$ cat config.mk
export PLATFORM = sky130hd
export DESIGN_NAME = busclk_mode_ctrl
export DESIGN_NICKNAME = d
export VERILOG_FILES = /design/src/rtl/busclk_pkg.sv /design/src/rtl/busclk_ctrl.sv /design/src/rtl/busclk_div.sv /design/src/rtl/busclk_mode_ctrl.sv
export SDC_FILE = /design/constraint.sdc
export NUM_CORES = 1
export LEC_CHECK = 0
export ABC_AREA = 0
export ABC_CLOCK_PERIOD_IN_PS = 2600
export BUFFER_PORTS_ARGS = -buffer_cell sky130_fd_sc_hd__buf_4
export CAP_MARGIN = 30
export CORE_MARGIN = 2
export CORE_UTILIZATION = 45
export CTS_CLUSTER_SIZE = 16
export DETAILED_ROUTE_END_ITERATION = 7
export HOLD_SLACK_MARGIN = 0.08
export PLACE_DENSITY = 0.81
export SETUP_SLACK_MARGIN = 0.2
export SKIP_LAST_GASP = 1
export SYNTH_ARGS = -nofsm -noshare
export SYNTH_HDL_FRONTEND = slang
export SYNTH_SLANG_ARGS = --single-unit
$ cat constraint.sdc
create_clock -name clk -period 2.6 [get_ports clk]
set_input_delay 0.65 -clock clk [delete_from_list [all_inputs] [get_ports clk]]
set_output_delay 0.65 -clock clk [all_outputs]
set_load 0.01 [all_outputs]
$ cat src/rtl/busclk_pkg.sv
package busclk_pkg;
  localparam int DIV_LOG_W = 3;

  typedef enum logic [2:0] {
    MD_DIV1   = 3'd0,
    MD_DIV2   = 3'd1,
    MD_DIV4   = 3'd2,
    MD_DIV8   = 3'd3,
    MD_DIV16  = 3'd4,
    MD_LOWSPD = 3'd5,
    MD_LOWPWR = 3'd6
  } busMode_e;

  // control to datapath strobes
  typedef struct packed {
    logic                 clrCnt;
    logic                 cntMain;
    logic                 cntSub;
    logic [DIV_LOG_W-1:0] divLog;
  } dpCtl_t;

  function automatic logic isSubMode(busMode_e m);
    return (m == MD_LOWSPD) || (m == MD_LOWPWR);
  endfunction
endpackage

$ cat src/rtl/busclk_ctrl.sv
module busclk_ctrl
  import busclk_pkg::*;
#(
  parameter int REG_W = 8
) (
  input  logic             clk,
  input  logic             rstN,
  input  logic             wrEn,
  input  logic             wrSel,
  input  logic [REG_W-1:0] wrData,
  input  logic [REG_W-1:0] wrMask,
  input  logic             mainStable,
  input  logic             subStable,
  input  logic             stopReq,
  output busMode_e         curMode,
  output logic             illegalFlag,
  output logic             mainRun,
  output dpCtl_t           dpCtl
);
  localparam int SUBSEL_B = REG_W - 1;
  localparam int DIV8_B   = REG_W - 2;
  localparam int HALT_B   = REG_W - 3;
  localparam int SUBON_B  = REG_W - 4;
  localparam int DIVHI_B  = REG_W - 1;
  localparam int DIVLO_B  = REG_W - 2;

  logic subSel, div8Sel, mainHalt, subOn, divHi, divLo;
  logic stopPrev, stopEntry;
  logic decValid, needMain, needSub, modeUpd, fromSub, toSub;
  busMode_e decMode;

  always_comb begin
    decValid = 1'b1;
    decMode  = curMode;
    if (!subSel && !mainHalt) begin
      if (div8Sel) decMode = MD_DIV8;
      else begin
        case ({divHi, divLo})
          2'b00:   decMode = MD_DIV1;
          2'b01:   decMode = MD_DIV2;
          2'b10:   decMode = MD_DIV4;
          default: decMode = MD_DIV16;
        endcase
      end
    end else if (subSel && subOn) begin
      decMode = mainHalt ? MD_LOWPWR : MD_LOWSPD;
    end else begin
      decValid = 1'b0;
    end
  end

  always_comb begin
    fromSub   = isSubMode(curMode);
    toSub     = isSubMode(decMode);
    needMain  = (fromSub && !toSub) ||
                (curMode == MD_DIV8 &&
                 (decMode == MD_DIV1 || decMode == MD_DIV2 || decMode == MD_DIV4));
    needSub   = toSub && !fromSub;
    modeUpd   = decValid && (decMode != curMode) && !stopReq &&
                (!needMain || mainStable) && (!needSub || subStable);
    stopEntry = stopReq && !stopPrev;
  end

  always_ff @(posedge clk) begin
    if (!rstN) begin
      subSel      <= 1'b0;
      div8Sel     <= 1'b1;
      mainHalt    <= 1'b0;
      subOn       <= 1'b0;
      divHi       <= 1'b0;
      divLo       <= 1'b0;
      stopPrev    <= 1'b0;
      curMode     <= MD_DIV8;
      illegalFlag <= 1'b0;
    end else begin
      if (wrEn && !wrSel) begin
        if (wrMask[SUBSEL_B]) subSel   <= wrData[SUBSEL_B];
        if (wrMask[DIV8_B])   div8Sel  <= wrData[DIV8_B];
        if (wrMask[HALT_B])   mainHalt <= wrData[HALT_B];
        if (wrMask[SUBON_B])  subOn    <= wrData[SUBON_B];
      end
      if (wrEn && wrSel) begin
        if (wrMask[DIVHI_B]) divHi <= wrData[DIVHI_B];
        if (wrMask[DIVLO_B]) divLo <= wrData[DIVLO_B];
      end
      // stop entry from a main-clock mode falls back to divide-by-8
      if (stopEntry && !fromSub) div8Sel <= 1'b1;
      stopPrev <= stopReq;
      if (!decValid) illegalFlag <= 1'b1;
      if (modeUpd)   curMode     <= decMode;
    end
  end

  always_comb begin
    mainRun        = !stopReq && (curMode != MD_LOWPWR);
    dpCtl.clrCnt   = modeUpd;
    dpCtl.cntMain  = !stopReq && !fromSub && mainStable;
    dpCtl.cntSub   = !stopReq && fromSub && subStable;
    case (curMode)
      MD_DIV2:  dpCtl.divLog = DIV_LOG_W'(1);
      MD_DIV4:  dpCtl.divLog = DIV_LOG_W'(2);
      MD_DIV8:  dpCtl.divLog = DIV_LOG_W'(3);
      MD_DIV16: dpCtl.divLog = DIV_LOG_W'(4);
      default:  dpCtl.divLog = DIV_LOG_W'(0);
    endcase
  end
endmodule

$ cat src/rtl/busclk_div.sv
module busclk_div
  import busclk_pkg::*;
#(
  parameter int MAX_LOG = 4
) (
  input  logic   clk,
  input  logic   rstN,
  input  logic   mainTick,
  input  logic   subTick,
  input  dpCtl_t dpCtl,
  output logic   busStrobe
);
  localparam int CNT_W = MAX_LOG;

  logic [CNT_W-1:0] cnt;
  logic [CNT_W:0]   span;
  logic [CNT_W-1:0] term;

  always_comb begin
    span = ({{CNT_W{1'b0}}, 1'b1} << dpCtl.divLog) - 1'b1;
    term = span[CNT_W-1:0];
  end

  always_ff @(posedge clk) begin
    if (!rstN) begin
      cnt       <= '0;
      busStrobe <= 1'b0;
    end else if (dpCtl.clrCnt || !(dpCtl.cntMain || dpCtl.cntSub)) begin
      cnt       <= '0;
      busStrobe <= 1'b0;
    end else if (dpCtl.cntSub) begin
      busStrobe <= subTick;
    end else if (mainTick) begin
      if (cnt == term) begin
        cnt       <= '0;
        busStrobe <= 1'b1;
      end else begin
        cnt       <= cnt + 1'b1;
        busStrobe <= 1'b0;
      end
    end else begin
      busStrobe <= 1'b0;
    end
  end
endmodule

$ cat src/rtl/busclk_mode_ctrl.sv
module busclk_mode_ctrl
  import busclk_pkg::*;
#(
  parameter int REG_W   = 8,
  parameter int MAX_LOG = 4
) (
  input  logic             clk,
  input  logic             rstN,
  input  logic             wrEn,
  input  logic             wrSel,
  input  logic [REG_W-1:0] wrData,
  input  logic [REG_W-1:0] wrMask,
  input  logic             mainTick,
  input  logic             subTick,
  input  logic             mainStable,
  input  logic             subStable,
  input  logic             stopReq,
  output logic             busStrobe,
  output logic             mainRun,
  output logic [2:0]       modeOut,
  output logic             illegalFlag
);
  busMode_e curMode;
  dpCtl_t   dpCtl;

  busclk_ctrl #(.REG_W(REG_W)) u_ctrl (
    .clk(clk), .rstN(rstN), .wrEn(wrEn), .wrSel(wrSel), .wrData(wrData),
    .wrMask(wrMask), .mainStable(mainStable), .subStable(subStable),
    .stopReq(stopReq), .curMode(curMode), .illegalFlag(illegalFlag),
    .mainRun(mainRun), .dpCtl(dpCtl)
  );

  busclk_div #(.MAX_LOG(MAX_LOG)) u_div (
    .clk(clk), .rstN(rstN), .mainTick(mainTick), .subTick(subTick),
    .dpCtl(dpCtl), .busStrobe(busStrobe)
  );

  assign modeOut = curMode;
endmodule

---- Yosys cells after proc, flatten, opt, wreduce, memory -nomap -nowiden ----
Index checks and enable logic that the tools add are counted.
word-level totals
  register bits after elaboration ......... 16
  output and inout bits ................... 6
  logic and storage cells ................. 91
operators by class
  add/sub/neg operators ................... 2
  equality and inequality tests ........... 15
  shifts and indexed selects .............. 1
  mux-type cells .......................... 12
  bitwise operators ....................... 2
  reduce and logical (&&, ||, !) cells .... 48
operators with widths
  operator                                                                number
  1-bit logical AND                                                       18
  3-bit equality test (second input constant)                             5
  2-bit AND reduction                                                     7
  3-bit one-hot mux with 4 select lines                                   1
  1-bit logical NOT                                                       10
  3-bit by 2-bit equality test with 1-bit output (second input constant)  3
  1-bit logical OR                                                        9
  3-bit 2-to-1 mux                                                        3
  3-bit one-hot mux with 3 select lines                                   1
  3-bit by 1-bit equality test with 1-bit output (second input constant)  2
  1-bit 2-to-1 mux                                                        5
  4-bit by 1-bit adder with 4-bit output (second input constant)          1
  4-bit equality test                                                     1
  4-bit 2-to-1 mux                                                        1
  2-bit OR reduction                                                      2
  1-bit by 3-bit left shift with 4-bit output (first input constant)      1
  4-bit by 1-bit subtractor with 4-bit output (second input constant)     1
  3-bit logical NOT                                                       1
  3-bit inequality test                                                   1
  3-bit inequality test (second input constant)                           1
  2-bit by 1-bit equality test with 1-bit output (second input constant)  1
  2-bit equality test (second input constant)                             1
  2-bit logical NOT                                                       1
  2-bit 2-to-1 mux                                                        1
  1-bit inverter                                                          2

---- Depth between registers and ports, before layout ----
  word-level depth ........................ 15
  gate-level depth with buffers ........... 10
  mapped depth without buffers ............ 9

---- Cells and area by module ----
From an unflattened synthesis, not the netlist that was laid out.
unflattened totals
  cells, all modules ...................... 141
  area total of the unflattened synthesis .. 1217.4 µm²
modules (own cells, without submodules)
  module       instances  cells an instance  area an instance (µm²)  sequential area each (µm²)
  busclk_ctrl  1          107                912.1                   220.2
  busclk_div   1          34                 305.3                   100.1

---- Worst setup path after synthesis ----
Ideal clock, no wire load.
  kind .................................... register to register
  start ................................... register u_ctrl.curMode[2]
  end ..................................... register u_div.cnt[3]
  library setup time ...................... 139 ps
  arrival time ............................ 1988 ps
  slack ................................... 473 ps
  stages on the path, launching flop included .. 11
  clock period less this slack ............ 2127 ps
  path through ............................ dfxtp_1 > clkbuf_1 > o21a_1 > a21oi_1 > ha_1 > xnor2_1 > a21oi_1 > nor2_1 > a2111o_1 > o21ai_0 > a2111oi_2
on the way
  cells in the longest elaborated chain, start to end .. 13
  elaborated cells between the ends (all ways) .. 47
ends and longest elaborated chain
  what                                                                                                  RTL line           RTL
  from (decl)                                                                                           busclk_ctrl.sv:15  output busMode_e curMode,
  from (signal assigned)                                                                                busclk_ctrl.sv:90  if (modeUpd) curMode <= decMode;
  parallel branches: the longest is 13 deep, another holds 4-bit by 1-bit subtractor with 4-bit output  n/a
  to (signal assigned)                                                                                  busclk_div.sv:38   cnt <= cnt + 1'b1;
  to (decl)                                                                                             busclk_div.sv:15   logic [CNT_W-1:0] cnt;
Several ways; the timed one is not identified.
A chain may end at the register's enable or synchronous reset.

---- Worst setup path after layout ----
  start ................................... register u_ctrl.mainHalt
  end ..................................... register u_div.cnt[0]
on the way
  cells in the longest elaborated chain, start to end .. 14
  elaborated cells between the ends (all ways) .. 30
ends and longest elaborated chain
  what                                                   RTL line                              RTL
  from (decl)                                            busclk_ctrl.sv:27                     logic subSel, div8Sel, mainHalt, subOn, divHi, divLo;
  from (signal assigned)                                 busclk_ctrl.sv:79                     if (wrMask[HALT_B]) mainHalt <= wrData[HALT_B];
  2-bit 2-to-1 mux or 1-bit logical NOT (tied branches)  busclk_ctrl.sv:46, busclk_ctrl.sv:35
  3-bit 2-to-1 mux or 1-bit logical AND (tied branches)  busclk_ctrl.sv:45, busclk_ctrl.sv:35
  3-bit 2-to-1 mux                                       busclk_ctrl.sv:35                     if (!subSel && !mainHalt) begin
  3-bit equality test (tied with other cells)            busclk_pkg.sv:23                      return (m == MD_LOWSPD) || (m == MD_LOWPWR);
  1-bit logical OR (on tied branches)                    busclk_pkg.sv:23, busclk_ctrl.sv:57
  1-bit logical NOT or 1-bit logical OR (tied branches)  busclk_ctrl.sv:55, busclk_ctrl.sv:57
  1-bit logical AND (on tied branches)                   busclk_ctrl.sv:55, busclk_ctrl.sv:56
  1-bit logical OR                                       busclk_ctrl.sv:55                     needMain = (fromSub && !toSub) ||
  1-bit logical NOT                                      busclk_ctrl.sv:60                     (!needMain || mainStable) && (!needSub || subStable);
  1-bit logical OR                                       busclk_ctrl.sv:60
  1-bit logical AND                                      busclk_ctrl.sv:59                     modeUpd = decValid && (decMode != curMode) && !stopReq &&
  1-bit logical AND (*)                                  busclk_ctrl.sv:60
  1-bit logical OR (*)                                   busclk_div.sv:28                      end else if (dpCtl.clrCnt || !(dpCtl.cntMain || dpCtl.cntSub)) begin
  2-bit OR reduction (no line) (*)                       n/a
Every way passes the cells marked *; elsewhere a longest branch is shown, timed or not.

==> results.md <==
* Outcome: completed
* Worst setup SP type: flop
* RSZ-0062 raised after global routing: yes
* Post-Syn Area at between 1000 and 1500 sq um
* Top post-synthesis cells by area: dfxtp_1, nand2_1, nand3_1
* Fin. max-slew vios at 0
* Initial DRC Count at 33
* Placeable Area at approximately 2500 sq um
* Top FF cell, synth: dfxtp_1
* Drt via density at a little over 6
* Sequential area share after synthesis at about a quarter
* Setup TNS at 0 ns
* Total chip power at approximately 540 uW
* Peak fanout along the critical path at 8
* Fraction of synthesized cell area in xor and xnor cells at under 10%
* Syn avg cell area at 7.87 sq um
* Max clock buf depth at 2
* Final hold violation count at 0
* EDFF count, synth at 0
* CTS Hold Bufs at 0
* Port buffer count at 22
* Worst R2R Setup Slack at 0.32 ns
* Pin count of the biggest net entering global routing at 15
* Post-route DRC violation count at 0
* Main combinational cell family by area after synthesis: simple AND/OR/NAND/NOR gates
* Met3 GRT Util at under 10%
* Yosys Warn Count at 0
* Leakage Power at 0.563 nW
* Die span in y at between 50 and 60 um
* Crit path arrival time at between 2 and 2.5 ns
* Via count at ~1200
* Compound-gate portion of the synthesized area at between 20% and 30%
* Die width at approximately 56 um
* Post-route cell area at around 1400 sq um
* # setup viols final at 0
* First-pass GRT wire length at approximately 5 mm
* Fin nets at ~200
* CP Capture Type: flop
* Antenna violations before repair at 0
* CTS buffer count at 3
* Critical Path RT at between 2 and 3 ns
* Mux contribution to synthesized area at approximately 4.3%
* Post-DP HPWL at 2.23 mm
* Worst relative slew slack at 64.7%
* Std cell rows at 18
* Setup Fix Bufs, Post-CTS at 0
* M2 GR Usage at 34.5%
* GRT busiest layer: met2
* Simple-Gate Fraction of Synth Area at 32.5%
* Die Area at 3100 sq um
* Commonest non-fill, non-tap cell in the layout: buf_4
* Final min period at about 2.3 ns
* All-Layer GR Usage at between 10% and 20%
* Least-Margin Pin Slew at between 0.5 and 0.6 ns
* CP Class: flop to flop
* Synth unique cells at 50
* Area leader, netlist: dfxtp_1
* Grt met1 use at between 20% and 30%
* Clk Latency, worst-skew pair at slightly above 0.3 ns
* CTS HTree Levels at 1
* Most frequent cells in the layout: buf_4, nand2_1, dfxtp_1
* Fillers at 230
* Vias in the first global route at 1191
* Adder and majority cell fraction of the synthesized area at 2.08%
* Max cap viols at 0
* Clk_skew at ~0.0080 ns
* # IOs at 31
* N_diodes at 0
* DP Area at approximately 1400 sq um
* Pwr per Cell Area at about 380 nW/um^2
* Worst min-delay path class: flop to flop
* Grt ovf at 0
* CTS tree: done
* Flops & latches, synth at 16
* Clock sinks at 16
* Peak supply drop at between 0.2 and 0.3 mV
* CTS root buffer: clkbuf_4
* Share of cells above drive strength 1 at about a quarter
* Share of the synthesized area in the top cell type at between 20% and 30%
* Wire length per cell at around 14 um
* Initial Util at around half
* Remaining antenna violation count at 0
* P&R area growth vs syn at 18.8%
* Post-Route WL at 2.94 mm
* FMAX at roughly 440 MHz
* Post-synth ARST share at 0%
* Mapped Nets at between 150 and 200
* Final period util at 87.8%
* Mapped Cells at roughly 150
* Drt first pass iters at 4
* Gpl congestion at between 0.8 and 0.9
* Worst-path clk slew at approximately 0.10 ns
cell usage after synthesis (2+ instances only):
cell	count
mux2i_1	4
a311o_1	2
nor2b_1	7
o21ai_0	4
a21boi_0	3
a31oi_1	5
nand3b_1	3
inv_1	7
buf_2	3
clkbuf_1	3
nand2b_1	3
and4_1	2
nand3_1	10
o22ai_1	2
a21oi_1	9
o21a_1	2
nor3b_1	2
nand2_1	18
nand4_1	2
a2111oi_1	2
dfxtp_1	16
ha_1	2
nor2_1	10
xnor2_1	4
and2_1	3
stage by stage:
step | hold WS, ns | setup slack, ns | std cells | util (%)
after CTS | 0.531 | 0.279 | 203 | 56.5
after global routing | 0.547 | 0.201 | 203 | 57.2
after detailed placement | 0.497 | 0.310 | 199 | 55.1
final | 0.525 | 0.318 | 203 | 57.2
after global placement | 0.486 | 0.374 | 199 | 55.1
after floorplan | 0.485 | 0.473 | 153 | -
where the power goes:
part	internal [mW]	total, mW	switching, mW	leakage [nW]
registers	0.251	0.260	0.00880	0.130
clock network	0.0858	0.177	0.0916	0.0210
logic	0.0497	0.103	0.0530	0.411
total	0.387	0.540	0.153	0.563
final timing paths:
check | cells after the start | from | endpoint
max | 6 | u_ctrl.mainHalt | u_div.cnt[0]
min | 2 | u_ctrl.illegalFlag | u_ctrl.illegalFlag
max reg2reg | 6 | u_ctrl.mainHalt | u_div.cnt[0]
min reg2reg | 2 | u_ctrl.illegalFlag | u_ctrl.illegalFlag
per-layer routing:
metal  routed length [um]  up-vias  share of wire, %
li1                     -      612                 -
met1                 1250      581                43
met2                 1510       39                51
met3                  135        3               4.6
met4                   40        0               1.4
met5                    0        -                 0
state kept, by name (all words and copies together) (netlist names):
name,count
u_div.cnt,4
u_div.busStrobe,1
u_ctrl.subSel,1
u_ctrl.divLo,1
u_ctrl.subOn,1
u_ctrl.curMode,3
u_ctrl.mainHalt,1
u_ctrl.stopPrev,1
u_ctrl.illegalFlag,1
u_ctrl.divHi,1
u_ctrl.div8Sel,1
worst max-delay path, cell delays in order (launching register included):
cell and delay (ns):
dfxtp_1 0.42, or2_4 0.29, and3_4 0.17, or4_4 0.44, a311oi_2 0.36, nor3_2 0.14
a2111oi_1 0.36
timing repair:
action	in CTS	in global routing
setup endpoints to repair	0	6
hold endpoints to repair	0	0
resized for setup	0	5
kinds of logic after synthesis:
group	count (synthesis)
xor gates and xnor gates	5
AOI/OAI and AO/OA	41
buffers and inverters	14
and+or+nand+nor	70
DFF	16
adders and majority gates	2
muxes	5
final cells by class:
class	count	area (sq um)	share of cell area (%)
timing repair buffer	23	173	12.1
multi-input combinational	123	833	58.3
tap	30	37.5	2.62
sequential	16	324	22.7
inverter	7	26.3	1.84
clock buffer	4	36.3	2.54
(Power assumes the default switching activity.)
